**src/rtl/cfgdma_pkg.sv**
```systemverilog
// Shared constants and types for the configuration item DMA engine.
// Assumes a 16-byte descriptor: control word, length word, 64-bit target.
package cfgdma_pkg;
    localparam int CTL_W      = 32;
    localparam int BIT_READ   = 1;
    localparam int BIT_SKIP   = 2;
    localparam int BIT_SELECT = 3;

    typedef enum logic [2:0] {
        ST_IDLE,
        ST_FETCH,
        ST_DECODE,
        ST_MOVE,
        ST_STATUS
    } state_e;

    typedef enum logic [1:0] {
        OP_NONE,
        OP_READ,
        OP_SKIP
    } op_e;
endpackage

```
**src/rtl/cfgdma_desc.sv**
```systemverilog
// Descriptor collector: shifts in descriptor bytes most significant first
// and decodes the control word. Assumes bytes arrive in address order.
module cfgdma_desc #(
    parameter int LEN_W  = 32,
    parameter int ADDR_W = 64,
    parameter int KEY_W  = 16
) (
    input  logic                 clk,
    input  logic                 rst_n,
    input  logic                 clr,
    input  logic                 push,
    input  logic [7:0]           byte_in,
    output logic [LEN_W-1:0]     len,
    output logic [ADDR_W-1:0]    tgt,
    output cfgdma_pkg::op_e      op,
    output logic                 sel_en,
    output logic [KEY_W-1:0]     sel_key
);
    import cfgdma_pkg::*;

    localparam int SR_W = CTL_W + LEN_W + ADDR_W;

    logic [SR_W-1:0]  sr;
    logic [CTL_W-1:0] ctl;

    // Shift register holding the big-endian descriptor image.
    always_ff @(posedge clk) begin
        if (!rst_n || clr) sr <= '0;
        else if (push)     sr <= {sr[SR_W-9:0], byte_in};
    end

    assign ctl = sr[SR_W-1 -: CTL_W];
    assign len = sr[ADDR_W +: LEN_W];
    assign tgt = sr[ADDR_W-1:0];

    // Control decode: read has priority over skip.
    always_comb begin
        if (ctl[BIT_READ])      op = OP_READ;
        else if (ctl[BIT_SKIP]) op = OP_SKIP;
        else                    op = OP_NONE;
        sel_en  = ctl[BIT_SELECT];
        sel_key = ctl[CTL_W-1 -: KEY_W];
    end
endmodule

```
**src/rtl/cfgdma_cursor.sv**
```systemverilog
// Item cursor: current key and byte offset. The offset survives between
// transfers and restarts at zero on every key load. The all-ones key
// means that no item is selected.
module cfgdma_cursor #(
    parameter int KEY_W = 16,
    parameter int OFF_W = 32
) (
    input  logic             clk,
    input  logic             rst_n,
    input  logic             load,
    input  logic [KEY_W-1:0] key_in,
    input  logic             adv,
    output logic             key_valid,
    output logic             bank,
    output logic [KEY_W-2:0] idx,
    output logic [OFF_W-1:0] off
);
    logic [KEY_W-1:0] key;

    // Key and offset registers.
    always_ff @(posedge clk) begin
        if (!rst_n) begin
            key <= '1;
            off <= '0;
        end else if (load) begin
            key <= key_in;
            off <= '0;
        end else if (adv) begin
            off <= off + 1'b1;
        end
    end

    assign key_valid = (key != '1);
    assign bank      = key[KEY_W-1];
    assign idx       = key[KEY_W-2:0];
endmodule

```
**src/rtl/cfg_dma_engine.sv**
```systemverilog
// Descriptor-steered configuration item DMA engine.
// Fetches a descriptor, applies item select, runs a byte-per-beat
// read, skip or zero-fill loop, then writes a big-endian status word.
// Assumes the memory holds mem_ack low until it accepts the request.
module cfg_dma_engine #(
    parameter int ADDR_W = 64,
    parameter int LEN_W  = 32,
    parameter int KEY_W  = 16
) (
    input  logic              clk,
    input  logic              rst_n,
    input  logic              start,
    input  logic [ADDR_W-1:0] desc_addr,
    output logic              busy,
    output logic              mem_req,
    output logic              mem_we,
    output logic [ADDR_W-1:0] mem_addr,
    output logic [7:0]        mem_wdata,
    input  logic              mem_ack,
    input  logic              mem_err,
    input  logic [7:0]        mem_rdata,
    output logic              item_bank,
    output logic [KEY_W-2:0]  item_index,
    output logic [LEN_W-1:0]  item_offset,
    input  logic              item_present,
    input  logic [LEN_W-1:0]  item_length,
    input  logic [7:0]        item_byte
);
    import cfgdma_pkg::*;

    localparam int DESC_BYTES = (CTL_W + LEN_W + ADDR_W) / 8;
    localparam int CNT_W      = $clog2(DESC_BYTES);
    localparam int STAT_LAST  = CTL_W / 8 - 1;

    state_e            st;
    op_e               op_r;
    op_e               dec_op;
    logic [ADDR_W-1:0] base;
    logic [CNT_W-1:0]  cnt;
    logic [LEN_W-1:0]  remain;
    logic [ADDR_W-1:0] tgt_r;
    logic              err_r;
    logic              desc_clr, desc_push;
    logic [LEN_W-1:0]  dec_len;
    logic [ADDR_W-1:0] dec_tgt;
    logic              dec_sel;
    logic [KEY_W-1:0]  dec_key;
    logic              cur_load, cur_adv, key_valid, in_item;

    cfgdma_desc #(.LEN_W(LEN_W), .ADDR_W(ADDR_W), .KEY_W(KEY_W)) u_desc (
        .clk(clk), .rst_n(rst_n), .clr(desc_clr), .push(desc_push),
        .byte_in(mem_rdata), .len(dec_len), .tgt(dec_tgt), .op(dec_op),
        .sel_en(dec_sel), .sel_key(dec_key)
    );

    cfgdma_cursor #(.KEY_W(KEY_W), .OFF_W(LEN_W)) u_cursor (
        .clk(clk), .rst_n(rst_n), .load(cur_load), .key_in(dec_key),
        .adv(cur_adv), .key_valid(key_valid), .bank(item_bank),
        .idx(item_index), .off(item_offset)
    );

    assign busy     = (st != ST_IDLE);
    assign desc_clr = (st == ST_IDLE) && start;
    assign cur_load = (st == ST_DECODE) && dec_sel;
    assign in_item  = key_valid && item_present && (item_offset < item_length);

    // Memory request and cursor-advance decode for the current state.
    always_comb begin
        mem_req   = 1'b0;
        mem_we    = 1'b0;
        mem_addr  = base + ADDR_W'(cnt);
        mem_wdata = 8'h00;
        desc_push = 1'b0;
        cur_adv   = 1'b0;
        case (st)
            ST_FETCH: begin
                mem_req   = 1'b1;
                desc_push = mem_ack && !mem_err;
            end
            ST_MOVE: begin
                if (remain != '0) begin
                    if (op_r == OP_READ) begin
                        mem_req   = 1'b1;
                        mem_we    = 1'b1;
                        mem_addr  = tgt_r;
                        mem_wdata = in_item ? item_byte : 8'h00;
                        cur_adv   = mem_ack && !mem_err && in_item;
                    end else begin
                        cur_adv = in_item;
                    end
                end
            end
            ST_STATUS: begin
                mem_req   = 1'b1;
                mem_we    = 1'b1;
                mem_wdata = (cnt == CNT_W'(STAT_LAST)) ? {7'd0, err_r} : 8'h00;
            end
            default: ;
        endcase
    end

    // Sequencer: fetch, decode, byte loop, status write-back.
    always_ff @(posedge clk) begin
        if (!rst_n) begin
            st     <= ST_IDLE;
            op_r   <= OP_NONE;
            base   <= '0;
            cnt    <= '0;
            remain <= '0;
            tgt_r  <= '0;
            err_r  <= 1'b0;
        end else begin
            case (st)
                ST_IDLE: if (start) begin
                    base  <= desc_addr;
                    cnt   <= '0;
                    err_r <= 1'b0;
                    st    <= ST_FETCH;
                end
                ST_FETCH: if (mem_ack) begin
                    if (mem_err) begin
                        err_r <= 1'b1;
                        cnt   <= '0;
                        st    <= ST_STATUS;
                    end else if (cnt == CNT_W'(DESC_BYTES - 1)) begin
                        cnt <= '0;
                        st  <= ST_DECODE;
                    end else begin
                        cnt <= cnt + 1'b1;
                    end
                end
                ST_DECODE: begin
                    op_r   <= dec_op;
                    remain <= (dec_op == OP_NONE) ? '0 : dec_len;
                    tgt_r  <= dec_tgt;
                    st     <= ST_MOVE;
                end
                ST_MOVE: begin
                    if (remain == '0) begin
                        cnt <= '0;
                        st  <= ST_STATUS;
                    end else if (op_r != OP_READ) begin
                        remain <= remain - 1'b1;
                        tgt_r  <= tgt_r + 1'b1;
                    end else if (mem_ack) begin
                        if (mem_err) begin
                            err_r <= 1'b1;
                            cnt   <= '0;
                            st    <= ST_STATUS;
                        end else begin
                            remain <= remain - 1'b1;
                            tgt_r  <= tgt_r + 1'b1;
                        end
                    end
                end
                ST_STATUS: if (mem_ack) begin
                    if (cnt == CNT_W'(STAT_LAST)) st <= ST_IDLE;
                    else                          cnt <= cnt + 1'b1;
                end
                default: st <= ST_IDLE;
            endcase
        end
    end
endmodule

```
**config.mk**
```make
export PLATFORM = sky130hd
export DESIGN_NAME = cfg_dma_engine
export DESIGN_NICKNAME = d
export VERILOG_FILES = /design/src/rtl/cfgdma_pkg.sv /design/src/rtl/cfgdma_desc.sv /design/src/rtl/cfgdma_cursor.sv /design/src/rtl/cfg_dma_engine.sv
export SDC_FILE = /design/constraint.sdc
export NUM_CORES = 1
export LEC_CHECK = 0
export CORE_ASPECT_RATIO = 1.4
export CORE_MARGIN = 5
export CORE_UTILIZATION = 53
export CTS_CLUSTER_DIAMETER = 40
export DETAILED_ROUTE_END_ITERATION = 7
export PLACE_DENSITY = 0.79
export REMOVE_ABC_BUFFERS = 1
export SYNTH_ARGS = -nofsm -noshare
export SYNTH_HDL_FRONTEND = slang
export SYNTH_SLANG_ARGS = --single-unit
```
**constraint.sdc**
```tcl
create_clock -name clk -period 9.9 [get_ports clk]
set_clock_uncertainty 0.15 [all_clocks]
set_input_delay 2.97 -clock clk [delete_from_list [all_inputs] [get_ports clk]]
set_output_delay 2.97 -clock clk [all_outputs]
set_load 0.01 [all_outputs]
```
**Word level (Yosys, flattened, before mapping)**

Index checks and enable logic that the tools add are counted.

- Bits in registers: 346
- Bits in latches: 0
- RAM bits: 0
- Bits in read-only memories: 0
- Bits of input ports: 118
- Logic and storage cells: 120
- Memories: 0

- Add/subtract/negate cells: 5
- Multiply operators: 0
- Div/mod/pow operators: 0
- Order comparisons: 1
- Eq/ne operators: 22
- Shift operators: 0
- Multiplexer cells: 57
- Bitwise gates (word level): 1
- Reduce and logical (&&, ||, !) cells: 24

Operator list:

| kind | count |
|---|---|
| two-way mux 64 bit | 7 |
| two-way mux 32 bit | 5 |
| one-hot mux 64 bit (2 select lines) | 1 |
| adder 64 x 1 -> 64 bit, second input constant | 1 |
| adder 64 x 4 -> 64 bit | 1 |
| one-hot mux 32 bit (2 select lines) | 1 |
| two-way mux 4 bit | 10 |
| adder 32 x 1 -> 32 bit, second input constant | 1 |
| logical NOT 32 bit | 1 |
| less-than comparator 32 bit | 1 |
| nonzero test 32 bit | 1 |
| subtractor 32 x 1 -> 32 bit, second input constant | 1 |
| two-way mux 3 bit | 10 |
| two-way mux 8 bit | 3 |
| inequality test 3 bit, second input constant | 6 |
| inequality test 16 bit, second input constant | 1 |
| one-hot mux 4 bit (4 select lines) | 1 |
| one-hot mux 8 bit (2 select lines) | 1 |
| AND reduction 8 bit | 2 |
| one-hot mux 3 bit (5 select lines) | 1 |
| inequality test 2 bit, second input constant | 7 |
| two-way mux 1 bit | 12 |
| AND reduction 4 bit | 2 |
| == test 3 x 2 -> 1 bit, second input constant | 2 |
| other kinds (21) | 31 |

**Logic depth before layout (Yosys ltp)**

- Word-level depth: 7
- Mapped depth: 12
- Depth with buffers taken out: 9

**Modules after synthesis**

A second synthesis with hierarchy kept.

- Cell total of the unflattened synthesis: 2466
- Area, all modules: 19575.0 um^2

Modules (own cells, without submodules):

| module | times used | cells an instance | area each (um^2) | sequential area each (um^2) |
|---|---|---|---|---|
| cfg_dma_engine | 1 | 1700 | 11826.3 | 3403.3 |
| cfgdma_desc | 1 | 527 | 5544.1 | 2562.5 |
| cfgdma_cursor | 1 | 239 | 2204.6 | 960.9 |

**Least setup slack after synthesis**

No wires, ideal clock.

- Path kind: in2out
- Start point: in item_length[1]
- End point: out mem_wdata[0]
- Arrival: 4.896 ns
- Required time: 6.780 ns
- Setup slack: 1.884 ns
- Cell stages on the path: 8
- Path buffers: 1
- Cells stage by stage: inv_1 -> ha_1 -> a2111o_1 -> a32o_1 -> o41a_1 -> clkbuf_1 -> nor3_1 -> a32o_1

- Longest elaborated chain between the ends: 6

RTL lines:

| element | RTL line | source |
|---|---|---|
| from (decl) | cfg_dma_engine.sv:26 | `input logic [LEN_W-1:0] item_length,` |
| less-than comparator 32 bit | cfg_dma_engine.sv:65 | `assign in_item = key_valid && item_present && (item_offset < item_length);` |
| logical AND 1 bit | cfg_dma_engine.sv:65 |  |
| two-way mux 8 bit | cfg_dma_engine.sv:86 | `mem_wdata = in_item ? item_byte : 8'h00;` |
| two-way mux 8 bit | cfg_dma_engine.sv:82 | `if (op_r == OP_READ) begin` |
| two-way mux 8 bit | cfg_dma_engine.sv:81 | `if (remain != '0) begin` |
| one-hot mux 8 bit (2 select lines) | cfg_dma_engine.sv:75 | `case (st)` |
| to (decl) | cfg_dma_engine.sv:18 | `output logic [7:0] mem_wdata,` |

Every way passes these cells.

**Final worst setup path**

- Start point: in item_length[29]
- End point: out mem_wdata[0]

Same word-level chain as after synthesis.

==> flow_metrics.tcl <==
set metrics [dict create \
    async_flop_share_pct 0 \
    antenna_left 0 \
    dieArea_um2 40020 \
    synth_top_area_share_pct 36.23 \
    synth_area_leaders "dfxtp_1, nand2_1, a21oi_1" \
    postCtsHoldBufs 0 \
    grt_setup_unrepaired "false" \
    cts-root-buf "clkbuf_16" \
    grt_first_pass_wirelength_um 95300 \
    hold_viol 0 \
    holdWs_ns 0.3061 \
    ios 241 \
    vias_per_cell 6.160 \
    worst_pin_slew_ns 1.304 \
    rows 82 \
    yosysMostFrequentCell "nand2_1" \
    insertion_delay_ns 0.56 \
    p_leak_nw 7.733 \
    postCtsSetupBuffers 0 \
    synth_edf_count 0 \
    gp_congestion 0.8928 \
    ys.flop_type "dfxtp_1" \
    die_w_um 170.5 \
    ys_top_cells_by_count "nand2_1, dfxtp_1, a21oi_1" \
    antenna_found_initial 4 \
    drive_gt1_share_pct 5.477 \
    drt_first_pass_iters 6 \
    clkTransAtPathRegs_ns 0.06 \
    dp_hpwl_um 40190 \
    min_path_type "flop to flop" \
    grt_use_total_pct 28.09 \
    ir_drop_mv 0.1631 \
    die_y_um 234.7 \
    grt_max_degree 80 \
    synth_area_um2 19120 \
    route.detailed.drc 0 \
    final.setup.tns_ns 0 \
    place_area_um2 21570 \
    start_util_pct 53.54 \
    yosysWarnings 0 \
    routedWlPerCell_um 18.28 \
    critPathMaxFanout 8 \
    slew_viol_final 0 \
    cts_tree "built" \
    setup_violations 0 \
    ys_ff_latch 346 \
    critPathKind "input pin to output port" \
    cts.sinks 346 \
    cts_resized 0 \
    core_um2 35700 \
    cts_max_path_buffers 3 \
    outcome "completed" \
    cts.htree.levels 2 \
    areaGrowthSynthToFinish_pct 19.84 \
    syn_avg_cell_area_um2 7.277 \
    num-nets-final 2903 \
    grt_pass1_vias 19210 \
    synth_cells 2627 \
    fin_crit_ns 9.333 \
    start_kind "input pin" \
    yosysSeqAreaShare_pct 36.23 \
    vias 19960 \
    initialDrtViolationCount 2096 \
    maxCapViolations 0 \
    relSlewSlack_pct 12.97 \
    fmax_mhz 107.1 \
    wl_um 59240 \
    postLayoutCellArea_um2 22910 \
    final.period_utilization_pct 94.27 \
    power_density_nw_per_um2 174.7 \
    io_buffers 240 \
    crit_arrival_ns 6.21 \
    overflow 0 \
    yosysTopAreaCell "dfxtp_1" \
    crit_path_end_kind "output port" \
    required_ns 6.78 \
    synth.distinct_cells 81 \
    numCtsBuffers 39 \
]
## sequential cells by signal, summed over array words and instances, names as in the netlist
register / count
base: 64
err_r: 1
remain: 32
u_cursor.key: 16
u_desc.sr: 128
u_cursor.off: 32
cnt: 4
op_r: 2
st: 3
tgt_r: 64
## path summary, 6_finish.rpt
path	startpoint	endpoint	slack [ns]	cells past startpoint
setup / recovery	item_length[29]	mem_wdata[0]	0.57	9
hold / removal	u_desc.sr[124]	u_desc.sr[124]	0.31	2
setup reg to reg	remain[0]	tgt_r[60]	5.88	9
hold reg to reg	u_desc.sr[124]	u_desc.sr[124]	0.31	2
## worst max-delay path: stages
cell and delay (ns):
clkdlybuf4s50_1 0.46, inv_1 0.04, ha_1 0.28, a211oi_1 0.34
o32ai_1 0.15, or4_1 0.55, nor3_1 0.65, a32o_1 0.23
clkdlybuf4s50_1 0.54
## report_power, final
part	leakage (nW)	internal (mW)	switching [mW]
Combinational	4.30	0.348	0.574
Sequential	2.80	1.47	0.110
Clock	0.636	0.880	0.619
Total	7.73	2.70	1.30
## layer usage
metal	wire length, µm	track usage (%)
met1	23180	33.71
met2	28960	48.75
met3	4468	4.187
met4	2615	13.41
met5	12	0
## metrics by stage
stage                     power [mW]  utilization (%)  instances  setup slack [ns]
final                          4.003            64.16       3240            0.5672
after global routing           4.160            64.16       3239            0.3247
after CTS                      4.003            64.14       3237            0.5859
after detailed placement       2.512            60.41       3166            0.5858
after global placement         2.487            60.41       3166            0.6984
after floorplan                2.127                -       2431           0.06809
## cell type report
cell class / instances / area, µm²
Antenna cell: 3 / 7.507
Clock buffer: 52 / 1116
Clock inverter: 19 / 215.2
Fill cell: 3157 / 12790
Inverter: 62 / 235.2
Multi-Input combinational cell: 2023 / 11190
Sequential cell: 346 / 6927
Tap cell: 462 / 578.1
Timing Repair Buffer: 273 / 2645
## cell families after synthesis
family,count (synthesis),synth area share [%]
mux,41,2.153
buf+inv,258,5.544
xor+xnor,52,2.382
flops,346,36.23
simple gates,1239,30.77
compound gates,651,20.26
fa+ha+maj,40,2.657
## cells in the final DEF, fill, tap and decap left out, types with 41 or more instances in the layout
cell type	netlist	routed
nand2_1	646	643
nand4_1	71	71
nand3_1	97	97
or3_1	41	41
nor4_1	64	63
nor2_1	120	117
a31oi_1	46	46
a21oi_1	321	320
inv_1	62	61
dfxtp_1	346	346
clkdlybuf4s50_1	0	239
o21ai_0	126	126
nor3_1	52	52
Note: power is estimated with default switching activity, not from simulation.
